$ cat src/rtl/pk_pkg.sv
package pk_pkg;
    localparam int PK_BYTE_W      = 8;
    localparam int PK_COARSE_BITS = 4;
    typedef logic [PK_BYTE_W-1:0] pk_byte_t;
endpackage

$ cat src/rtl/pk_addr_gen.sv
module pk_addr_gen #(
    parameter int AW = 16
) (
    input  logic [AW-1:0] base,
    input  logic [AW-1:0] coarse,
    input  logic [AW-1:0] extra,
    input  logic          extra_en,
    input  logic          hdr_skip,
    output logic [AW+1:0] raw
);
    import pk_pkg::*;
    localparam int EW = AW + 2;
    localparam logic [AW-1:0] FINE_MASK = AW'((1 << PK_COARSE_BITS) - 1);

    logic [AW-1:0] coarse_m;

    always_comb begin
        coarse_m = coarse & ~FINE_MASK;
        raw = EW'(base) + EW'(coarse_m) + EW'(!hdr_skip)
            + (extra_en ? EW'(extra) : EW'(0));
    end
endmodule

$ cat src/rtl/pk_addr_wrap.sv
module pk_addr_wrap #(
    parameter int AW = 16
) (
    input  logic [AW+1:0] raw,
    input  logic [AW-1:0] limit,
    input  logic [AW-1:0] size,
    output logic [AW-1:0] addr
);
    localparam int EW = AW + 2;

    logic [EW-1:0] thr;
    logic [EW-1:0] dsize;

    always_comb begin
        thr   = {1'b0, limit, 1'b1};
        dsize = {1'b0, size, 1'b0};
        if (raw > thr) addr = AW'(raw - dsize);
        else           addr = AW'(raw);
    end
endmodule

$ cat src/rtl/pk_line_acc.sv
module pk_line_acc #(
    parameter int LINE_BYTES = 16,
    localparam int DW = LINE_BYTES * pk_pkg::PK_BYTE_W,
    localparam int CW = $clog2(LINE_BYTES + 1)
) (
    input  logic           clk,
    input  logic           rst_n,
    input  logic           push,
    input  pk_pkg::pk_byte_t din,
    input  logic           clear,
    output logic [CW-1:0]  fill,
    output logic [DW-1:0]  line
);
    import pk_pkg::*;

    typedef struct packed {
        logic [CW-1:0] cnt;
        logic [DW-1:0] data;
    } acc_t;

    acc_t acc_d, acc_q;

    always_comb begin
        acc_d = acc_q;
        if (clear) begin
            acc_d.cnt  = '0;
            acc_d.data = '0;
        end else if (push) begin
            for (int i = 0; i < LINE_BYTES; i++) begin
                if (acc_q.cnt == CW'(i))
                    acc_d.data[i*PK_BYTE_W +: PK_BYTE_W] = din;
            end
            acc_d.cnt = acc_q.cnt + CW'(1);
        end
    end

    always_ff @(posedge clk) begin
        if (!rst_n) acc_q <= '0;
        else        acc_q <= acc_d;
    end

    assign fill = acc_q.cnt;
    assign line = acc_q.data;

    // the line never holds more than its width
    a_r2_fill_bound: assert property (@(posedge clk) disable iff (!rst_n)
        fill <= CW'(LINE_BYTES));

    // a cleared line starts empty with zeroed storage for padding
    a_r4_clear_zero: assert property (@(posedge clk) disable iff (!rst_n)
        clear |=> (fill == '0) && (line == '0));
endmodule

$ cat src/rtl/pk_line_writer.sv
module pk_line_writer #(
    parameter int AW         = 16,
    parameter int LINE_BYTES = 16,
    localparam int DW = LINE_BYTES * 8
) (
    input  logic          clk,
    input  logic          rst_n,
    input  logic [AW-1:0] cfg_dest_base,
    input  logic [AW-1:0] cfg_coarse_off,
    input  logic [AW-1:0] cfg_extra_off,
    input  logic          cfg_extra_en,
    input  logic          cfg_hdr_skip,
    input  logic [AW-1:0] cfg_wrap_limit,
    input  logic [AW-1:0] cfg_wrap_size,
    input  logic          new_addr,
    input  logic          in_valid,
    input  logic [7:0]    in_byte,
    input  logic          flush,
    input  logic          last,
    output logic          in_ready,
    output logic          wr_valid,
    input  logic          wr_ready,
    output logic [AW-1:0] wr_addr,
    output logic [DW-1:0] wr_data
);
    import pk_pkg::*;
    localparam int CW = $clog2(LINE_BYTES + 1);
    localparam int EW = AW + 2;

    typedef struct packed {
        logic          pend;
        logic          last_pend;
        logic          need;
        logic [AW-1:0] cur;
    } st_t;

    st_t st_d, st_q;

    logic [CW-1:0] fill;
    logic [DW-1:0] line;
    logic [EW-1:0] start_raw;
    logic [EW-1:0] step_raw;
    logic [AW-1:0] start_addr;
    logic [AW-1:0] step_addr;
    logic          accept, push, close, emit, load, done, clear;
    logic [CW-1:0] fill_after;

    pk_addr_gen #(.AW(AW)) u_gen (
        .base     (cfg_dest_base),
        .coarse   (cfg_coarse_off),
        .extra    (cfg_extra_off),
        .extra_en (cfg_extra_en),
        .hdr_skip (cfg_hdr_skip),
        .raw      (start_raw)
    );

    pk_addr_wrap #(.AW(AW)) u_wrap_start (
        .raw   (start_raw),
        .limit (cfg_wrap_limit),
        .size  (cfg_wrap_size),
        .addr  (start_addr)
    );

    assign step_raw = EW'(st_q.cur) + EW'(1);

    pk_addr_wrap #(.AW(AW)) u_wrap_step (
        .raw   (step_raw),
        .limit (cfg_wrap_limit),
        .size  (cfg_wrap_size),
        .addr  (step_addr)
    );

    pk_line_acc #(.LINE_BYTES(LINE_BYTES)) u_acc (
        .clk   (clk),
        .rst_n (rst_n),
        .push  (push),
        .din   (pk_byte_t'(in_byte)),
        .clear (clear),
        .fill  (fill),
        .line  (line)
    );

    always_comb begin
        accept     = !st_q.pend;
        push       = accept && in_valid;
        close      = accept && (flush || last);
        fill_after = fill + CW'(push);
        emit       = (push && (fill == CW'(LINE_BYTES - 1)))
                   || (close && (fill_after != '0));
        load       = push && (fill == '0) && st_q.need;
        done       = st_q.pend && wr_ready;
        clear      = done;

        st_d = st_q;
        if (load)      st_d.cur = start_addr;
        else if (done) st_d.cur = step_addr;

        if (emit) begin
            st_d.pend      = 1'b1;
            st_d.last_pend = accept && last;
        end else if (done) begin
            st_d.pend      = 1'b0;
            st_d.last_pend = 1'b0;
        end

        if (load) st_d.need = 1'b0;
        if (done && st_q.last_pend) st_d.need = 1'b1;
        if (close && last && !emit) st_d.need = 1'b1;
        if (new_addr) st_d.need = 1'b1;
    end

    always_ff @(posedge clk) begin
        if (!rst_n) begin
            st_q.pend      <= 1'b0;
            st_q.last_pend <= 1'b0;
            st_q.need      <= 1'b1;
            st_q.cur       <= '0;
        end else begin
            st_q <= st_d;
        end
    end

    assign in_ready = accept;
    assign wr_valid = st_q.pend;
    assign wr_addr  = st_q.cur;
    assign wr_data  = line;

    // a pending write is held unchanged until accepted
    a_r9_hold: assert property (@(posedge clk) disable iff (!rst_n)
        (wr_valid && !wr_ready) |=> wr_valid && $stable(wr_addr) && $stable(wr_data));

    // the byte input is closed while a write is pending
    a_r9_stall: assert property (@(posedge clk) disable iff (!rst_n)
        wr_valid |-> !in_ready);

    // the sixteenth byte raises a write on the next cycle
    a_r2_full_emit: assert property (@(posedge clk) disable iff (!rst_n)
        (in_valid && in_ready && fill == CW'(LINE_BYTES - 1)) |=> wr_valid);

    // closing an empty line writes nothing
    a_r4_empty_close: assert property (@(posedge clk) disable iff (!rst_n)
        (in_ready && !in_valid && (flush || last) && fill == '0) |=> !wr_valid);

    // an accepted write frees the port for the following cycle
    a_r5_release: assert property (@(posedge clk) disable iff (!rst_n)
        (wr_valid && wr_ready) |=> !wr_valid && in_ready);
endmodule

$ cat config.mk
export PLATFORM = sky130hd
export DESIGN_NAME = pk_line_writer
export DESIGN_NICKNAME = d
export VERILOG_FILES = /design/src/rtl/pk_pkg.sv /design/src/rtl/pk_addr_gen.sv /design/src/rtl/pk_addr_wrap.sv /design/src/rtl/pk_line_acc.sv /design/src/rtl/pk_line_writer.sv
export SDC_FILE = /design/constraint.sdc
export NUM_CORES = 1
export LEC_CHECK = 0
export CAP_MARGIN = 40
export CELL_PAD_IN_SITES_DETAIL_PLACEMENT = 0
export CELL_PAD_IN_SITES_GLOBAL_PLACEMENT = 1
export CORE_MARGIN = 1
export CORE_UTILIZATION = 33
export CTS_BUF_LIST = sky130_fd_sc_hd__clkbuf_8
export CTS_CLUSTER_DIAMETER = 50
export DETAILED_ROUTE_END_ITERATION = 7
export DONT_BUFFER_PORTS = 1
export GPL_ROUTABILITY_DRIVEN = 0
export GPL_TIMING_DRIVEN = 0
export PLACE_DENSITY = 0.6
export SYNTH_ARGS = -nofsm -noshare
export SYNTH_HDL_FRONTEND = slang
export SYNTH_HIERARCHICAL = 1
export SYNTH_SLANG_ARGS = --single-unit
$ cat constraint.sdc
create_clock -name clk -period 6.9 [get_ports clk]
set_input_delay 1.38 -clock clk [delete_from_list [all_inputs] [get_ports clk]]
set_output_delay 1.38 -clock clk [all_outputs]
set_load 0.01 [all_outputs]
[Word-level counts from Yosys, hierarchy flattened]
Cells that the tools add are included.
Widths: inputs -> output; s select.
Word-level totals
  latch bits: 0
  bits of input ports: 97
  memories kept: 0
  logic and storage cells: 92
  output and inout port bits: 146
  register bits: 152
  RAM bits: 0
  bits in read-only memories: 0
Operators by class
  reductions and logical operators: 38
  eq/ne operators: 15
  magnitude comparators: 2
  multipliers: 0
  bitwise gates (word level): 1
  shifts and indexed selects: 0
  divide/modulo/power cells: 0
  multiplexer cells: 7
  add/sub/neg operators: 8
Operators by type and width (count)
  $mux 16: 5
  $eq 5x4->1 const B: 8
  $reduce_and 2->1: 16
  $sub 16x16->16: 2
  $eq 5x3->1 const B: 4
  $add 18x1->18: 1
  $add 18x16->18: 1
  $gt 18x17->1: 1
  $add 16x1->17 const B: 1
  $add 16x16->17: 1
  $gt 17x17->1: 1
  $logic_and 1x1->1: 11
  $eq 5x2->1 const B: 2
  $add 5x1->5: 1
  $add 5x1->5 const B: 1
  $eq 5x1->1 const B: 1
  $logic_not 5->1: 1
  $reduce_bool 5->1: 1
  $mux 2: 2
  $reduce_bool 2->1: 2
  $reduce_or 4->1: 1
  $logic_not 1->1: 3
  $logic_or 1x1->1: 2
  $reduce_or 2->1: 1
  $not 1->1: 1

[Longest topological paths before layout]
  word-level depth: 9
  depth in mapped cells: 21

[By module]
The synthesis kept the hierarchy.
By module, submodules not included
  pk_line_acc: area an instance 5021.1 µm², instances 1, cells each 486, sequential area each 2662.6 µm²
  pk_addr_wrap (u_wrap_start): area an instance 1422.6 µm², instances 1, cells each 193, sequential area each 0.0 µm²
  pk_addr_wrap (u_wrap_step): area an instance 1343.8 µm², instances 1, cells each 195, sequential area each 0.0 µm²
  pk_line_writer: area an instance 1278.7 µm², instances 1, cells each 141, sequential area each 380.4 µm²
  pk_addr_gen: area an instance 1186.1 µm², instances 1, cells each 142, sequential area each 0.0 µm²

[Least setup slack after synthesis]
OpenSTA, ideal clock, no wires.
  kind: in2reg
  start: input port cfg_extra_en
  end: register st_q, in the netlist wr_addr[10]
  slack: 1.233 ns
  arrival: 5.544 ns
  stages: 20
  required time: 6.777 ns
  buffers on the path: 2
  cells stage by stage: clkbuf_1 nand2_1 fa_1 inv_1 ha_1 a21oi_2 nor2b_1 or4_1 a31o_1 a211oi_2 nor2_1 ha_1 nand4_1 nor4_1 nand4_1 o21ai_4 buf_12 mux2_4 a222oi_1 inv_1
Between the ends
  longest elaborated chain between the ends: 5
  elaborated cells between the ends (all ways): 6
Ends and longest elaborated chain
  start, declared: RTL line pk_line_writer.sv:11  | input logic cfg_extra_en,
  $mux 16: RTL line pk_addr_gen.sv:20  | + (extra_en ? EW'(extra) : EW'(0));
  $add 18x16->18: RTL line pk_addr_gen.sv:20
  via start_raw[12]: RTL line pk_line_writer.sv:41  | logic [EW-1:0] start_raw;
  $gt 18x17->1: RTL line pk_addr_wrap.sv:17  | if (raw > thr) addr = AW'(raw - dsize);
  $mux 16: RTL line pk_addr_wrap.sv:17
  via start_addr[10]: RTL line pk_line_writer.sv:43  | logic [AW-1:0] start_addr;
  $mux 16: RTL line pk_line_writer.sv:95  | if (load) st_d.cur = start_addr;
  end signal, assigned: RTL line pk_line_writer.sv:119  | st_q <= st_d;
  end, declared: RTL line pk_line_writer.sv:37  | st_t st_d, st_q;
The timed path passes the listed nets, and every way through them passes these cells.
A chain may end at the register's enable or synchronous reset.

[Worst setup path in the final report]
Ends and elaborated chain as after synthesis.

==> results.yml <==
run_status:
  status: "finished clean"
logic_synthesis:
  synth_edf_count: 0
  synth_ff_type: "dfxtp_1"
  yosysWarnings: 6
  yosys.cell_types.count: 80
  syn_inst: 1157
  syn_area_sq_um: 10300
  ys_async_sr_fraction_pct: 0
  syn_area_per_cell_sq_um: 8.86
  synth-seq-area-share_pct: 29.7
  ys_ff_latch: 152
global_route:
  globalRouteTotalUtil_pct: 18.8
  grt_pass1_vias: 7923
  antenna_found_initial: 0
  grt_pass1_wl_mm: 45.4
  grt-ovfl-total: 0
  grt_max_degree: 19
timing:
  finalSetupViolCount: 0
  fin_skew_ps: 28.3
  fin_crit_sh_pct: 90.0
  fin_setup_tns_ps: 0
  rsz0062_at_grt: "no"
  slew_viol_final: 0
  finalCriticalPeriod_ps: 6210
  slew_headroom_pct: 59.9
  hold_viol: 0
  timing.fmax_mhz: 161
  tightest_slew_ps: 601
setup_path:
  cp_cell_sequence: "clkbuf_1, and2_1, fa_1, ha_1, a21o_1, a21oi_1, a211oi_1, o211ai_1, o311ai_1, ha_1, nand4b_1, nor4_1, nand4_1, o21ai_4, buf_12, mux2_4, a222oi_1, inv_1"
  cp_slowest_stage_delay_ps: 590
  arrival_ps: 6540
  cpMaxStageDelayCell: "o311ai_1"
  critPathLaunchType: "input pin"
  crit_type: "input pin to register"
  required_ps: 7230
  r2r_end: "wr_addr[2]$_SDFFE_PN0P_"
  crit_path_end_kind: "register"
  crit_start: "cfg_extra_en"
  cp-endpoint: "wr_addr[10]$_SDFFE_PN0P_"
  r2r-start: "wr_addr[2]$_SDFFE_PN0P_"
  critical_path_depth: 18
  r2r.worst_path.cells: 13
  r2r_slack_ps: 3100
  worstPathMaxFanout: 10
  cp_top_family: "compound AO/OA/AOI/OAI gates"
  cpMostUsedCell: "ha_1"
  cp_num_buf_inv: 3
clock_tree:
  clock-sinks: 152
  cts_setup_buffers: 0
  cts_root_buf: "clkbuf_8"
  clkTransAtPathRegs_ps: 110
  clk_latency_ps: 460
  cts_buffers: 17
  cts_buffer_depth: 2
  tritoncts: "yes"
  postCtsHoldBufs: 0
  cts-htree-levels: 4
  ctsResizeCount: 0
power:
  p_leak_nw: 5.49
  power_frac_comb_pct: 46.5
  clock_power_share_pct: 21.9
  vdd_ir_drop_max_uv: 162
  p_sw_mw: 1.35
  p_seq_share_pct: 31.6
  p_per_area_nw_per_um2: 287
  intPower_mw: 1.85
  switching_share_pct: 42.1
place:
  hpwl_mm: 23.5
  numPortBuffers: 0
  dpl-instance-area_sq_um: 10800
layout:
  num-fill-cells: 3231
  drive_above_1_share_pct: 10.9
  fin_area_sq_um: 11200
  seqCellArea_sq_um: 3040
  multi_input_area_sq_um: 6400
  diodes: 0
  syn_to_final_growth_pct: 8.91
  nNetsFinal: 1377
floorplanning:
  start_util_pct: 33.5
  io_pins: 243
  dieArea_sq_um: 31800
  die_h_um: 178
  die_w_um: 178
  rows: 64
  core_sq_um: 30600
drt:
  viasPerCell: 5.13
  drcViolationCount: 0
  vias: 8141
  antenna_left: 0
  drt-pass1-iter-count: 6
  post_drt_wl_per_cell_um: 18.8
  postRouteWirelength_mm: 29.8
  drt-initial-drc-count: 556
worst_hold_path:
  hold_class: "register to register"
  hold_depth: 1
flow_run:
  maxCapViolCount: 0
## flip-flops by register name, indices dropped and copies added (netlist names)
signal / count
u_acc/line: 128
wr_addr: 16
u_acc/fill: 5
st_q: 2
wr_valid: 1
## cell usage after synthesis, drive strengths merged, types with 13 or more instances
| library cell | n | area [sq um] |
|---|---|---|
| a211oi | 14 | 110 |
| a21o | 15 | 113 |
| a21oi | 55 | 294 |
| a222oi | 16 | 160 |
| and2 | 19 | 121 |
| buf | 50 | 378 |
| clkbuf | 15 | 56.3 |
| dfxtp | 152 | 3040 |
| fa | 16 | 320 |
| ha | 87 | 1090 |
| inv | 100 | 375 |
| mux2 | 15 | 199 |
| mux2i | 126 | 1260 |
| nand2 | 189 | 729 |
| nand3 | 38 | 250 |
| nand4 | 13 | 81.3 |
| nor2 | 36 | 140 |
| o21ai | 39 | 214 |
| xnor2 | 30 | 263 |
| xor2 | 19 | 166 |
## how the worst min path moves through the flow
stage / startpoint / end / slack, ps
5_1_grt: u_acc/line[9]$_SDFFE_PP0P_ / u_acc/line[9]$_SDFFE_PP0P_ / 520
2_1_floorplan: st_q[17]$_SDFFE_PN0P_ / st_q[17]$_SDFFE_PN0P_ / 470
6_report: st_q[17]$_SDFFE_PN0P_ / st_q[17]$_SDFFE_PN0P_ / 510
3_3_place_gp: st_q[17]$_SDFFE_PN0P_ / st_q[17]$_SDFFE_PN0P_ / 480
4_1_cts: st_q[17]$_SDFFE_PN0P_ / st_q[17]$_SDFFE_PN0P_ / 510
3_5_place_dp: st_q[17]$_SDFFE_PN0P_ / st_q[17]$_SDFFE_PN0P_ / 480
## cells by family after synthesis
| family | after synthesis | synth area share [%] |
|---|---|---|
| other | 1 | 0.0366 |
| buffers and inverters | 165 | 7.90 |
| adder cells (fa/ha/maj) | 103 | 13.7 |
| flip-flops | 152 | 29.7 |
| multiplexers | 141 | 14.2 |
| AO/OA/AOI/OAI | 189 | 13.0 |
| XOR/XNOR | 49 | 4.19 |
| AND/OR/NAND/NOR | 357 | 17.3 |
## cells in the final DEF (no fill, tap or decap), types with 5 or more instances in the layout
cell and n:
buf_4 21, fa_1 16, o21ai_0 36, dfxtp_1 152
and3_1 11, nand2b_1 5, buf_6 8, mux2_4 8
a211oi_1 13, nand3_1 32, nor2_1 34, xor2_1 19
a222oi_1 16, inv_1 100, clkinv_8 5, a21o_1 15
nor2b_1 11, ha_1 87, nand2_1 181, a21oi_1 52
mux2_2 7, mux2i_1 126, buf_2 19, and4_1 6
inv_8 5, a31oi_1 5, nor3_1 6, clkbuf_1 15
nand2_2 8, and2_1 18, nand4_1 13, clkbuf_8 17
o211ai_1 8, xnor2_1 30
## layout make-up
class,count,area share (%)
multi-input combinational,841,57.4
inverter,100,3.36
clock buffer,17,2.10
clock inverter,15,1.61
sequential,152,27.3
buffer,65,3.89
tap,396,4.44
## power groups by stage
stage	Sequential [mW]	Combinational, mW	Clock (mW)
floorplan	1.01	1.17	0
global placement	1.03	1.48	0
detailed placement	1.03	1.49	0
CTS	1.01	1.49	0.727
finish	1.01	1.49	0.700
global route	1.02	1.67	0.754
## stage by stage
step	setup WS [ps]	instances	power (mW)	hold WS, ps	util, %
2_1_floorplan	1230	1158	2.17	466	-
3_3_place_gp	367	1554	2.51	477	35.1
3_5_place_dp	344	1554	2.52	484	35.1
4_1_cts	811	1586	3.23	513	36.5
5_1_grt	270	1586	3.44	523	36.5
6_report	689	1586	3.20	509	36.5
## worst register-to-register path: cells and delay by family, from the launching register on
kind | cells | cell delay [ps]
simple gates | 5 | 1520
compound gates | 3 | 600
flops | 1 | 470
mux | 1 | 340
xor+xnor | 1 | 330
buf+inv | 2 | 230
fa+ha+maj | 1 | 220
## per-layer routing
layer | global-route usage [%] | part of all wire [%] | up-vias
met5 | 0 | 0 | -
met4 | 3.25 | 0.88 | 0
met3 | 6.10 | 7.3 | 18
met2 | 30.1 | 45 | 198
met1 | 24.7 | 47 | 3865
li1 | - | - | 4060
Power figures use the tool's default switching activity.
